### src/rtl/pt_walker.sv
module pt_walker (
  input  logic        clk,
  input  logic        rst_n,
  input  logic        req_valid,
  output logic        req_ready,
  input  logic [31:0] req_vaddr,
  input  logic [1:0]  req_kind,
  input  logic [31:0] root,
  output logic        mem_req_valid,
  input  logic        mem_req_ready,
  output logic [33:0] mem_req_addr,
  input  logic        mem_rsp_valid,
  input  logic [31:0] mem_rsp_data,
  output logic        rsp_valid,
  output logic [33:0] rsp_paddr,
  output logic        rsp_fault
);
  typedef enum logic [2:0] {S_IDLE, S_REQ1, S_WAIT1, S_REQ2, S_WAIT2, S_DONE} st_t;
  st_t st;
  logic [31:0] va_q;
  logic [1:0]  kind_q;
  logic [33:0] addr_q, pa_q;
  logic        flt_q;

  wire e_v = mem_rsp_data[0];
  wire e_r = mem_rsp_data[1];
  wire e_w = mem_rsp_data[2];
  wire e_x = mem_rsp_data[3];
  wire is_ptr  = !e_r && !e_w && !e_x;
  wire bad_enc = !e_v || (e_w && !e_r);
  wire perm_ok = (kind_q == 2'b00) ? e_r :
                 (kind_q == 2'b01) ? e_w :
                 (kind_q == 2'b10) ? e_x : 1'b0;
  wire mis_sp  = |mem_rsp_data[19:10];

  logic unused_bits;
  assign unused_bits = ^{mem_rsp_data[9:4], root[30:22]};

  assign req_ready     = (st == S_IDLE);
  assign mem_req_valid = (st == S_REQ1) || (st == S_REQ2);
  assign mem_req_addr  = addr_q;
  assign rsp_valid     = (st == S_DONE);
  assign rsp_paddr     = pa_q;
  assign rsp_fault     = flt_q;

  always_ff @(posedge clk or negedge rst_n) begin
    if (!rst_n) begin
      st <= S_IDLE; va_q <= '0; kind_q <= '0;
      addr_q <= '0; pa_q <= '0; flt_q <= 1'b0;
    end else begin
      case (st)
        S_IDLE: if (req_valid) begin
          va_q   <= req_vaddr;
          kind_q <= req_kind;
          flt_q  <= 1'b0;
          if (root[31]) begin
            addr_q <= {root[21:0], req_vaddr[31:22], 2'b00};
            st     <= S_REQ1;
          end else begin
            pa_q <= {2'b00, req_vaddr};
            st   <= S_DONE;
          end
        end
        S_REQ1: if (mem_req_ready) st <= S_WAIT1;
        S_REQ2: if (mem_req_ready) st <= S_WAIT2;
        S_WAIT1: if (mem_rsp_valid) begin
          if (bad_enc) begin
            flt_q <= 1'b1; pa_q <= '0; st <= S_DONE;
          end else if (is_ptr) begin
            addr_q <= {mem_rsp_data[31:10], va_q[21:12], 2'b00};
            st     <= S_REQ2;
          end else if (!perm_ok || mis_sp) begin
            flt_q <= 1'b1; pa_q <= '0; st <= S_DONE;
          end else begin
            pa_q <= {mem_rsp_data[31:20], va_q[21:0]};
            st   <= S_DONE;
          end
        end
        S_WAIT2: if (mem_rsp_valid) begin
          if (bad_enc || is_ptr || !perm_ok) begin
            flt_q <= 1'b1; pa_q <= '0;
          end else begin
            pa_q <= {mem_rsp_data[31:10], va_q[11:0]};
          end
          st <= S_DONE;
        end
        default: st <= S_IDLE;
      endcase
    end
  end


  bare_pass_chk: assert property (@(posedge clk) disable iff (!rst_n)
    req_valid && req_ready && !root[31] |=>
      rsp_valid && !rsp_fault && rsp_paddr == {2'b00, $past(req_vaddr)});

  req_hold_chk: assert property (@(posedge clk) disable iff (!rst_n)
    mem_req_valid && !mem_req_ready |=> mem_req_valid && $stable(mem_req_addr));

  busy_chk: assert property (@(posedge clk) disable iff (!rst_n)
    mem_req_valid |-> !req_ready);

  pulse_chk: assert property (@(posedge clk) disable iff (!rst_n)
    rsp_valid |=> !rsp_valid);

  fault_zero_chk: assert property (@(posedge clk) disable iff (!rst_n)
    rsp_valid && rsp_fault |-> rsp_paddr == 34'd0);

  offset_keep_chk: assert property (@(posedge clk) disable iff (!rst_n)
    rsp_valid && !rsp_fault |-> rsp_paddr[11:0] == va_q[11:0]);
endmodule

### config.mk
export PLATFORM = sky130hd
export DESIGN_NAME = pt_walker
export DESIGN_NICKNAME = d
export VERILOG_FILES = /design/src/rtl/pt_walker.sv
export SDC_FILE = /design/constraint.sdc
export NUM_CORES = 1
export LEC_CHECK = 0
export CAP_MARGIN = 20
export CORE_ASPECT_RATIO = 0.7
export CORE_MARGIN = 2
export CORE_UTILIZATION = 50
export DETAILED_ROUTE_END_ITERATION = 12
export DONT_BUFFER_PORTS = 1
export PLACE_DENSITY = 0.77
export SLEW_MARGIN = 25
export SYNTH_ARGS = -nofsm -noshare
export SYNTH_HDL_FRONTEND = slang
export SYNTH_SLANG_ARGS = --single-unit
export TNS_END_PERCENT = 20
### constraint.sdc
create_clock -name clk -period 4.14 [get_ports clk]
set_clock_uncertainty 0.2 [all_clocks]
set_input_delay 0.828 -clock clk [delete_from_list [all_inputs] [get_ports clk]]
set_output_delay 0.828 -clock clk [all_outputs]
set_load 0.005 [all_outputs]
---- Word-level counts from Yosys, hierarchy flattened ----
Cells that the tools add are included.
operators by class
  reduce and logical (&&, ||, !) cells .... 23
  equality and inequality tests ........... 19
  multiplexer cells ....................... 35
operators with widths
  kind                                                                   count
  34-bit 2-to-1 mux                                                      13
  34-bit one-hot mux with 3 select lines                                 1
  34-bit one-hot mux with 2 select lines                                 1
  3-bit 2-to-1 mux                                                       8
  2-bit inequality test, second input constant                           9
  3-bit one-hot mux with 5 select lines                                  1
  6-bit AND reduction                                                    2
  1-bit 2-to-1 mux                                                       10
  10-bit OR reduction                                                    1
  7-bit AND reduction                                                    1
  3-bit by 2-bit equality test with 1-bit output, second input constant  2
  3-bit equality test, second input constant                             2
  3-bit inequality test, second input constant                           2
  1-bit zero test                                                        5
  1-bit logical OR                                                       5
  5-bit AND reduction                                                    1
  3-bit by 1-bit equality test with 1-bit output, second input constant  1
  1-bit logical AND                                                      3
  3-bit zero test                                                        1
  1-bit one-hot mux with 3 select lines                                  1
  3-bit nonzero test                                                     1
  2-bit by 1-bit equality test with 1-bit output, second input constant  1
  2-bit equality test, second input constant                             1
  2-bit zero test                                                        1
  other kinds (3)                                                        3
storage, ports and cells
  register bits ........................... 96
  bits of input ports ..................... 103
  output and inout bits ................... 72
  logic and storage cells ................. 83

---- Depth between registers and ports, before layout ----
Gate-level depths: netlist of the first run.
  depth after elaboration ................. 11
  mapped depth ............................ 7
  depth with buffers taken out ............ 5

---- Least setup slack after synthesis of the first run ----
No wires, ideal clock.
  path type ............................... input to register
  start ................................... input mem_rsp_data[3]
  end ..................................... register addr_q[23] (netlist: mem_req_addr[23])
  arrival time ............................ 2143 ps
  path slack .............................. 1674 ps
  data required time ...................... 3817 ps
  path buffers ............................ 1
  stages .................................. 5
  cells stage by stage .................... nor4b_4 or3b_1 a21oi_4 buf_4 a21oi_2
between the ends
  longest elaborated chain between the ends .. 4
RTL lines
  what                                    RTL line  text
  start, declared                         13        input logic [31:0] mem_rsp_data,
  1-bit zero test                         29        wire is_ptr = !e_r && !e_w && !e_x;
  1-bit logical AND                       29
  2-bit inequality test (no source line)  n/a
  6-bit AND reduction (no source line)    n/a
  end signal, assigned                    57        addr_q <= {root[21:0], req_vaddr[31:22], 2'b00};
  end signal, assigned                    70        addr_q <= {mem_rsp_data[31:10], va_q[21:12], 2'b00};
  end, declared                           22        logic [33:0] addr_q, pa_q;
Every way passes these cells.
A chain may end at the register's enable or synchronous reset.

---- Final worst setup path of the first run ----
  start ................................... register st[2]
  end ..................................... register pa_q[30] (netlist: rsp_paddr[30])
between the ends
  longest elaborated chain between the ends .. 3
RTL lines
  what                                                                          RTL line  text
  start, declared                                                               19        st_t st;
  start signal, assigned                                                        48        st <= S_IDLE; va_q <= '0; kind_q <= '0;
  start signal, assigned                                                        58        st <= S_REQ1;
  start signal, assigned                                                        61        st <= S_DONE;
  3-bit by 2-bit equality test with 1-bit output, or another cell as far along  51        case (st)
  3-bit inequality test (no source line), or another cell as far along          n/a
  6-bit AND reduction (no source line)                                          n/a
  end signal, assigned                                                          60        pa_q <= {2'b00, req_vaddr};
  end signal, assigned                                                          75        pa_q <= {mem_rsp_data[31:20], va_q[21:0]};
  end signal, assigned                                                          83        pa_q <= {mem_rsp_data[31:10], va_q[11:0]};
  end, declared                                                                 22
Parallel ways exist; a longest one is shown, timed or not.

==> results of run 1 <==
==> cells in the mapped netlist (2+ instances only) <==
master	count	area, um2
a211oi_1	10	75.1
a21oi_1	17	85.1
a21oi_2	29	254
a221oi_1	22	193
and3_1	2	12.5
buf_1	2	7.51
buf_2	12	60.1
buf_4	3	22.5
buf_6	4	45.0
clkbuf_1	9	33.8
dfrtp_1	94	2350
inv_1	5	18.8
mux2_2	23	259
mux2i_1	32	320
nand2_1	11	41.3
nand2b_1	2	12.5
nand3_1	16	80.1
nor2_1	90	338
nor2b_1	3	18.8
nor3_1	12	60.1
nor4_1	2	12.5
o2111ai_1	2	17.5
o21ai_0	5	25.0
o22ai_1	3	18.8
or3_1	2	12.5
==> registers in the layout, indices dropped and copies added (netlist names) <==
signal	count
kind_q	2
mem_req_addr	32
rsp_fault	1
rsp_paddr	34
st	3
va_q	22
==> power by group through the flow <==
| stage | sequential [W] | clock (W) | combinational [W] |
|---|---|---|---|
| 2_1_floorplan | 0.00164 | 0 | 0.00107 |
| 3_3_place_gp | 0.00178 | 0 | 0.00119 |
| 3_5_place_dp | 0.00181 | 0 | 0.00124 |
| 4_1_cts | 0.00179 | 0.000904 | 0.00126 |
| 5_1_grt | 0.00184 | 0.000942 | 0.00142 |
| 6_report | 0.00179 | 0.000884 | 0.00126 |
==> per-stage QoR <==
stage / hold slack [ns] / instances / util
2_1_floorplan: 0.270 / 426 / -
3_3_place_gp: 0.290 / 521 / 0.527
3_5_place_dp: 0.298 / 521 / 0.527
4_1_cts: 0.220 / 538 / 0.568
5_1_grt: 0.217 / 538 / 0.568
6_report: 0.191 / 538 / 0.568
==> timing repair <==
action                     in CTS  in global routing
hold buffers                    1                  0
hold endpoints to repair       94                  0
setup endpoints to repair       0                  0
==> cells by family after synthesis <==
family	synth area share
multiplexers	0.129
buffers and inverters	0.0447
AND/OR/NAND/NOR	0.144
other	0.000832
flip-flops	0.522
AO/OA/AOI/OAI	0.160
==> worst max path at each step <==
stage	endpoint	slack, ns	cells after the start
5_1_grt	rsp_paddr[24]	1.19	6
2_1_floorplan	mem_req_addr[23]	1.67	5
3_3_place_gp	mem_req_addr[20]	1.29	6
4_1_cts	rsp_paddr[30]	1.38	6
3_5_place_dp	mem_req_addr[14]	1.20	6
6_report	rsp_paddr[30]	1.37	6
==> cell type report <==
type	instances	area, um2	share of cell area
repair buffers	7	85.1	0.0174
multi-input cells	296	1970	0.401
inverters	5	18.8	0.00383
clock inverters	7	98.8	0.0202
well taps	120	150	0.0307
flip-flops and latches	94	2350	0.480
clock buffers	9	225	0.0460
==> layer usage <==
metal / track usage / up-vias
li1: - / 1485
met2: 0.385 / 160
met3: 0.0810 / 12
met1: 0.327 / 1616
met5: 0 / -
met4: 0.0701 / 0
==> worst max-delay path, cell delays in order, from the launching register on <==
cell and delay (ns):
dfrtp_1 0.59, nand2b_1 0.31, o22a_1 0.23, nand3_1 0.55, buf_12 0.39, a221oi_1 0.27, nor2_1 0.09
==> placed cells by master, fill, tap and decap left out, drive strengths merged, types with 2 or more instances in the layout <==
master / instances
bufinv: 2
nor3: 12
a221oi: 22
nor2b: 3
mux2i: 32
nor2: 90
o21ai: 5
inv: 5
clkinvlp: 4
nand2: 11
dfrtp: 94
buf: 7
nand3: 16
nand2b: 2
clkbuf: 9
conb: 2
a21oi: 47
and3: 2
o22ai: 3
or3: 2
a211oi: 10
mux2: 23
o2111ai: 2
nor4: 2
==> metrics.yaml, run 1 <==
drt_pre_antenna_iters: 4
initial_core_utilization: 0.523
comb_power_share: 0.320
worst_r2r_path_depth: 6
critical_path.startpoint: "st[2]"
num-nets-final: 516
worst_min_path_class: "input port to asynchronous set/reset pin"
cellLeakagePower_nw: 1.89
path_max_fanout: 18
gp_congestion: 0.872
post-cts-setup-buffers: 0
cts_root_buffer: "clkbuf_16"
timing.final.max_slew_violations: 0
power.total_w: 0.00393
p_int_w: 0.00244
placed_area_um2: 4540
synth-async-reset-ratio: 1.00
wirelength_met1_um: 4780
timing.max_slew.rel_slack: 0.435
rsz_0062_raised_after_global_routing: "false"
grt_start_max_net_pins: 95
synth_seq_cells: 94
ys_types: 38
tritoncts_clock_tree: "yes"
vdd_drop_max_mv: 0.474
report.final.hold_viol_count: 0
r2r_start: "st[2]"
run_status: "complete, no violations"
cts_num_sinks: 94
core-area_um2: 8620
net_switching_power_of_the_design_w: 0.00148
synthCells: 425
num_rows: 28
reg2reg_slack_ns: 1.37
wl_met3_um: 1210
post_place_setup_slack_ns: 1.20
post-route-drc-count: 0
cp_data_required_time_ns: 4.15
critical_path_arrival_ns: 2.79
design.die.area_um2: 9800
start_kind: "flip-flop"
number_of_enable_flip_flop_cells_after_synthesis: 0
cts_max_level: 3
yosysSeqAreaShare: 0.522
highest_layer: "met4"
share_seq_of_total_power: 0.455
power-per-cell-area_nw_per_um2: 802
clock_network_latency_to_the_later_pin_of_the_worst_skew_pair_ns: 0.34
clockPowerShare: 0.225
nFillCells: 742
chipHeight_um: 83.4
critical_path.endpoint_type: "flip-flop"
post_cts.resized_instances: 0
max_cap_violations: 0
port_buffers: 0
path_clk_slew_ns: 0.07
grt_use_total: 0.246
finalSetupTns_ns: 0
setup_viol: 0
dr_total_vias: 3273
grt-ovfl-total: 0
ioPinCount: 175
most_instantiated_flip_flop_cell_in_the_synthesis_netlist: "dfrtp_1"
die_w_um: 117
met2WireLength_um: 5540
fin_crit_ns: 2.77
ys.warnings.count: 0
post-dp-hpwl_um: 8260
postSynthAreaPerCell_um2: 10.6
n_antenna_cell: 0
max_slew.worst_pin.slew_ns: 0.847
crit-reg2reg-capture: "rsp_paddr[30]"
drive_gt1_frac: 0.191
vias_in_the_first_global_route: 3327
cts-buffers-inserted: 9
clockBufferDepth: 2
synth.cell_area_um2: 4510
number_of_antenna_violations_at_the_first_check_in_global_routing: 0
wirelength_um: 11700
power.share.switching: 0.378
grt_pass1_wl_um: 18700
setup_slack_ns: 1.37
viasPerCell: 6.08
fmax_ghz: 0.360
drt_iter0_drc: 239
route.antenna.remaining_nets: 0
synthToLayoutAreaGrowth_pct: 8.63
min_period_over_period: 0.670
critical_path_class: "flip-flop to flip-flop"
postLayoutCellArea_um2: 4900
routedWlPerCell_um: 21.7
Power figures use the tool's default switching activity.
==> run 2: changes to the inputs <==
--- a/config.mk
+++ b/config.mk
@@ -5,6 +5,7 @@
 export SDC_FILE = /design/constraint.sdc
 export NUM_CORES = 1
 export LEC_CHECK = 0
+export ABC_AREA = 1
 export CAP_MARGIN = 20
 export CORE_ASPECT_RATIO = 0.7
 export CORE_MARGIN = 2
==> constraint.sdc (replaced) <==
create_clock -name clk -period 2.6 [get_ports clk]
set_clock_uncertainty 0.2 [all_clocks]
set_input_delay 0.52 -clock clk [delete_from_list [all_inputs] [get_ports clk]]
set_output_delay 0.52 -clock clk [all_outputs]
set_load 0.005 [all_outputs]
==> run 2 against run 1 <==
Net effect:
- the flow now finishes with violations (negative hold slack)
- final cell count grew 55%
- area after synthesis grew 12%
- sequential cell count is the same
- critical endpoint is now rsp_paddr[31]
- critical path type unchanged
==> metrics.yaml, run 2 <==
run_status: "finished with violations"
failing_checks: "negative hold slack"
hold_slack_ns: -0.330
nFillCells: 951
r2r_start: "st[2]"
gp_congestion: 0.900
routedWlPerCell_um: 15.9
ioPinCount: 175
setup_viol: 0
mostFrequentLayoutCell: "nand2_1"
critical_path.startpoint: "st[2]"
core-area_um2: 9760
cp_data_required_time_ns: 2.66
synthDominantCellAreaShare: 0.466
synth.top_cells.by_count: "nand2_1, nor2_1, inv_1, dfrtp_1, a31oi_1"
net_switching_power_of_the_design_w: 0.00293
synthCells: 715
largest_register_ff_count: 34
tritoncts_clock_tree: "yes"
port_buffers: 0
grt_start_max_net_pins: 95
cts-buffers-inserted: 9
max_slew.worst_pin.slew_ns: 0.627
drt_pre_antenna_iters: 4
synth.cell_area_um2: 5050
initial_core_utilization: 0.517
num_rows: 30
worst_min_path_class: "input port to asynchronous set/reset pin"
ys_types: 30
critical_path_arrival_ns: 2.36
synth_largest_area_cell: "dfrtp_1"
grt_pass1_wl_um: 20300
clock_network_latency_to_the_later_pin_of_the_worst_skew_pair_ns: 0.33
post-dp-hpwl_um: 9660
final_core_utilization: 0.556
postLayoutCellArea_um2: 5430
fmax_ghz: 0.435
drive_gt1_frac: 0.0553
share_seq_of_total_power: 0.393
critical_path_class: "flip-flop to flip-flop"
viasPerCell: 5.11
die_w_um: 124
drt_iter0_drc: 315
path_max_fanout: 24
post-route-drc-count: 0
power-per-cell-area_nw_per_um2: 1280
wirelength_um: 13200
num-nets-final: 803
vias_in_the_first_global_route: 3967
comb_power_share: 0.398
number_of_antenna_violations_at_the_first_check_in_global_routing: 0
leading_cell_type_by_number_of_instances_after_synthesis: "nand2_1"
grt-ovfl-total: 0
ys.warnings.count: 0
n_antenna_cell: 0
clockBufferDepth: 2
grt_use_total: 0.245
cts_root_buffer: "clkbuf_16"
report.final.hold_viol_count: 94
synth_seq_cells: 94
synthToLayoutAreaGrowth_pct: 7.43
synth-async-reset-ratio: 1.00
layout_common_cells: "nand2_1, nor2_1, inv_1"
placed_area_um2: 5100
power.share.switching: 0.424
p_int_w: 0.00399
cellLeakagePower_nw: 2.87
yosysSeqAreaShare: 0.466
cts_num_sinks: 94
max_cap_violations: 0
vdd_drop_max_mv: 0.807
cts_max_level: 3
post-cts-setup-buffers: 0
timing.final.max_slew_violations: 0
finalSetupTns_ns: 0
start_kind: "flip-flop"
chipHeight_um: 88.1
dr_total_vias: 4255
route.antenna.remaining_nets: 0
fin_crit_ns: 2.30
number_of_enable_flip_flop_cells_after_synthesis: 0
timing.max_slew.rel_slack: 0.581
postSynthAreaPerCell_um2: 7.06
path_clk_slew_ns: 0.07
most_instantiated_flip_flop_cell_in_the_synthesis_netlist: "dfrtp_1"
synth.top_cells.by_area: "dfrtp_1, nand2_1, nor2_1, inv_1, a31oi_1"
min_period_over_period: 0.884
rsz_0062_raised_after_global_routing: "false"
critical_path.endpoint_type: "flip-flop"
clockPowerShare: 0.209
design.die.area_um2: 10900
==> run 2: routing by layer <==
layer / track usage / vias up / part of all wire
met1: 0.340 / 1938 / 0.45
li1: - / 2144 / -
met3: 0.0749 / 8 / 0.097
met5: 0 / - / 0
met4: 0.0490 / 0 / 0.0060
met2: 0.382 / 165 / 0.45
==> run 2: cell type report <==
cell class,count,area (um2),area share
inverter,130,490,0.0904
clock inverter,7,103,0.0189
clock buffer,9,225,0.0415
multi-input combinational,455,1990,0.368
tap,128,160,0.0295
timing repair buffer,10,100,0.0185
sequential,94,2350,0.434
==> run 2: stage by stage <==
step                setup slack, ns  hold slack, ns  cells  power (W)
floorplan                     0.845          0.0244    716    0.00487
CTS                           0.284          -0.344    833    0.00700
global route                  0.104          -0.350    833    0.00753
global placement              0.244          0.0274    817    0.00536
detailed placement            0.306          0.0270    817    0.00551
finish                        0.301          -0.330    833    0.00692
==> run 2: path summary, 6_finish.rpt <==
path	to	slack [ns]	cells after the start
max	rsp_paddr[31]	0.30	9
min	rsp_paddr[19]	-0.33	0
max reg2reg	rsp_paddr[31]	0.30	9
min reg2reg	va_q[0]	0.29	2
max in group asynchronous	rsp_paddr[28]	2.35	0
min in group clk	va_q[20]	0.10	2
==> run 2: power by group through the flow <==
stage	registers (W)	clock network, W	logic [W]
2_1_floorplan	0.00257	0	0.00229
3_3_place_gp	0.00273	0	0.00263
3_5_place_dp	0.00276	0	0.00275
4_1_cts	0.00274	0.00149	0.00277
5_1_grt	0.00282	0.00155	0.00317
6_report	0.00272	0.00145	0.00275
==> run 2: worst max-delay path, cell delays in order, from the launching register on <==
cell and delay, ns:
dfrtp_1 0.48, inv_4 0.12, nand3_2 0.21, inv_2 0.11, buf_4 0.28, nand4_1 0.16
nand2_1 0.09, buf_4 0.28, nand2_1 0.12, a21oi_1 0.14
==> run 2: timing repair <==
| item | in CTS | in global routing |
|---|---|---|
| resized for setup | 0 | 0 |
| hold endpoints to repair | 94 | 94 |
| setup endpoints to repair | 0 | 0 |
==> run 2: logic make-up after synthesis <==
| family | share of synthesized area |
|---|---|
| other | 0.000743 |
| buffers and inverters | 0.140 |
| AND/OR/NAND/NOR | 0.296 |
| AO/OA/AOI/OAI | 0.0974 |
| flip-flops | 0.466 |
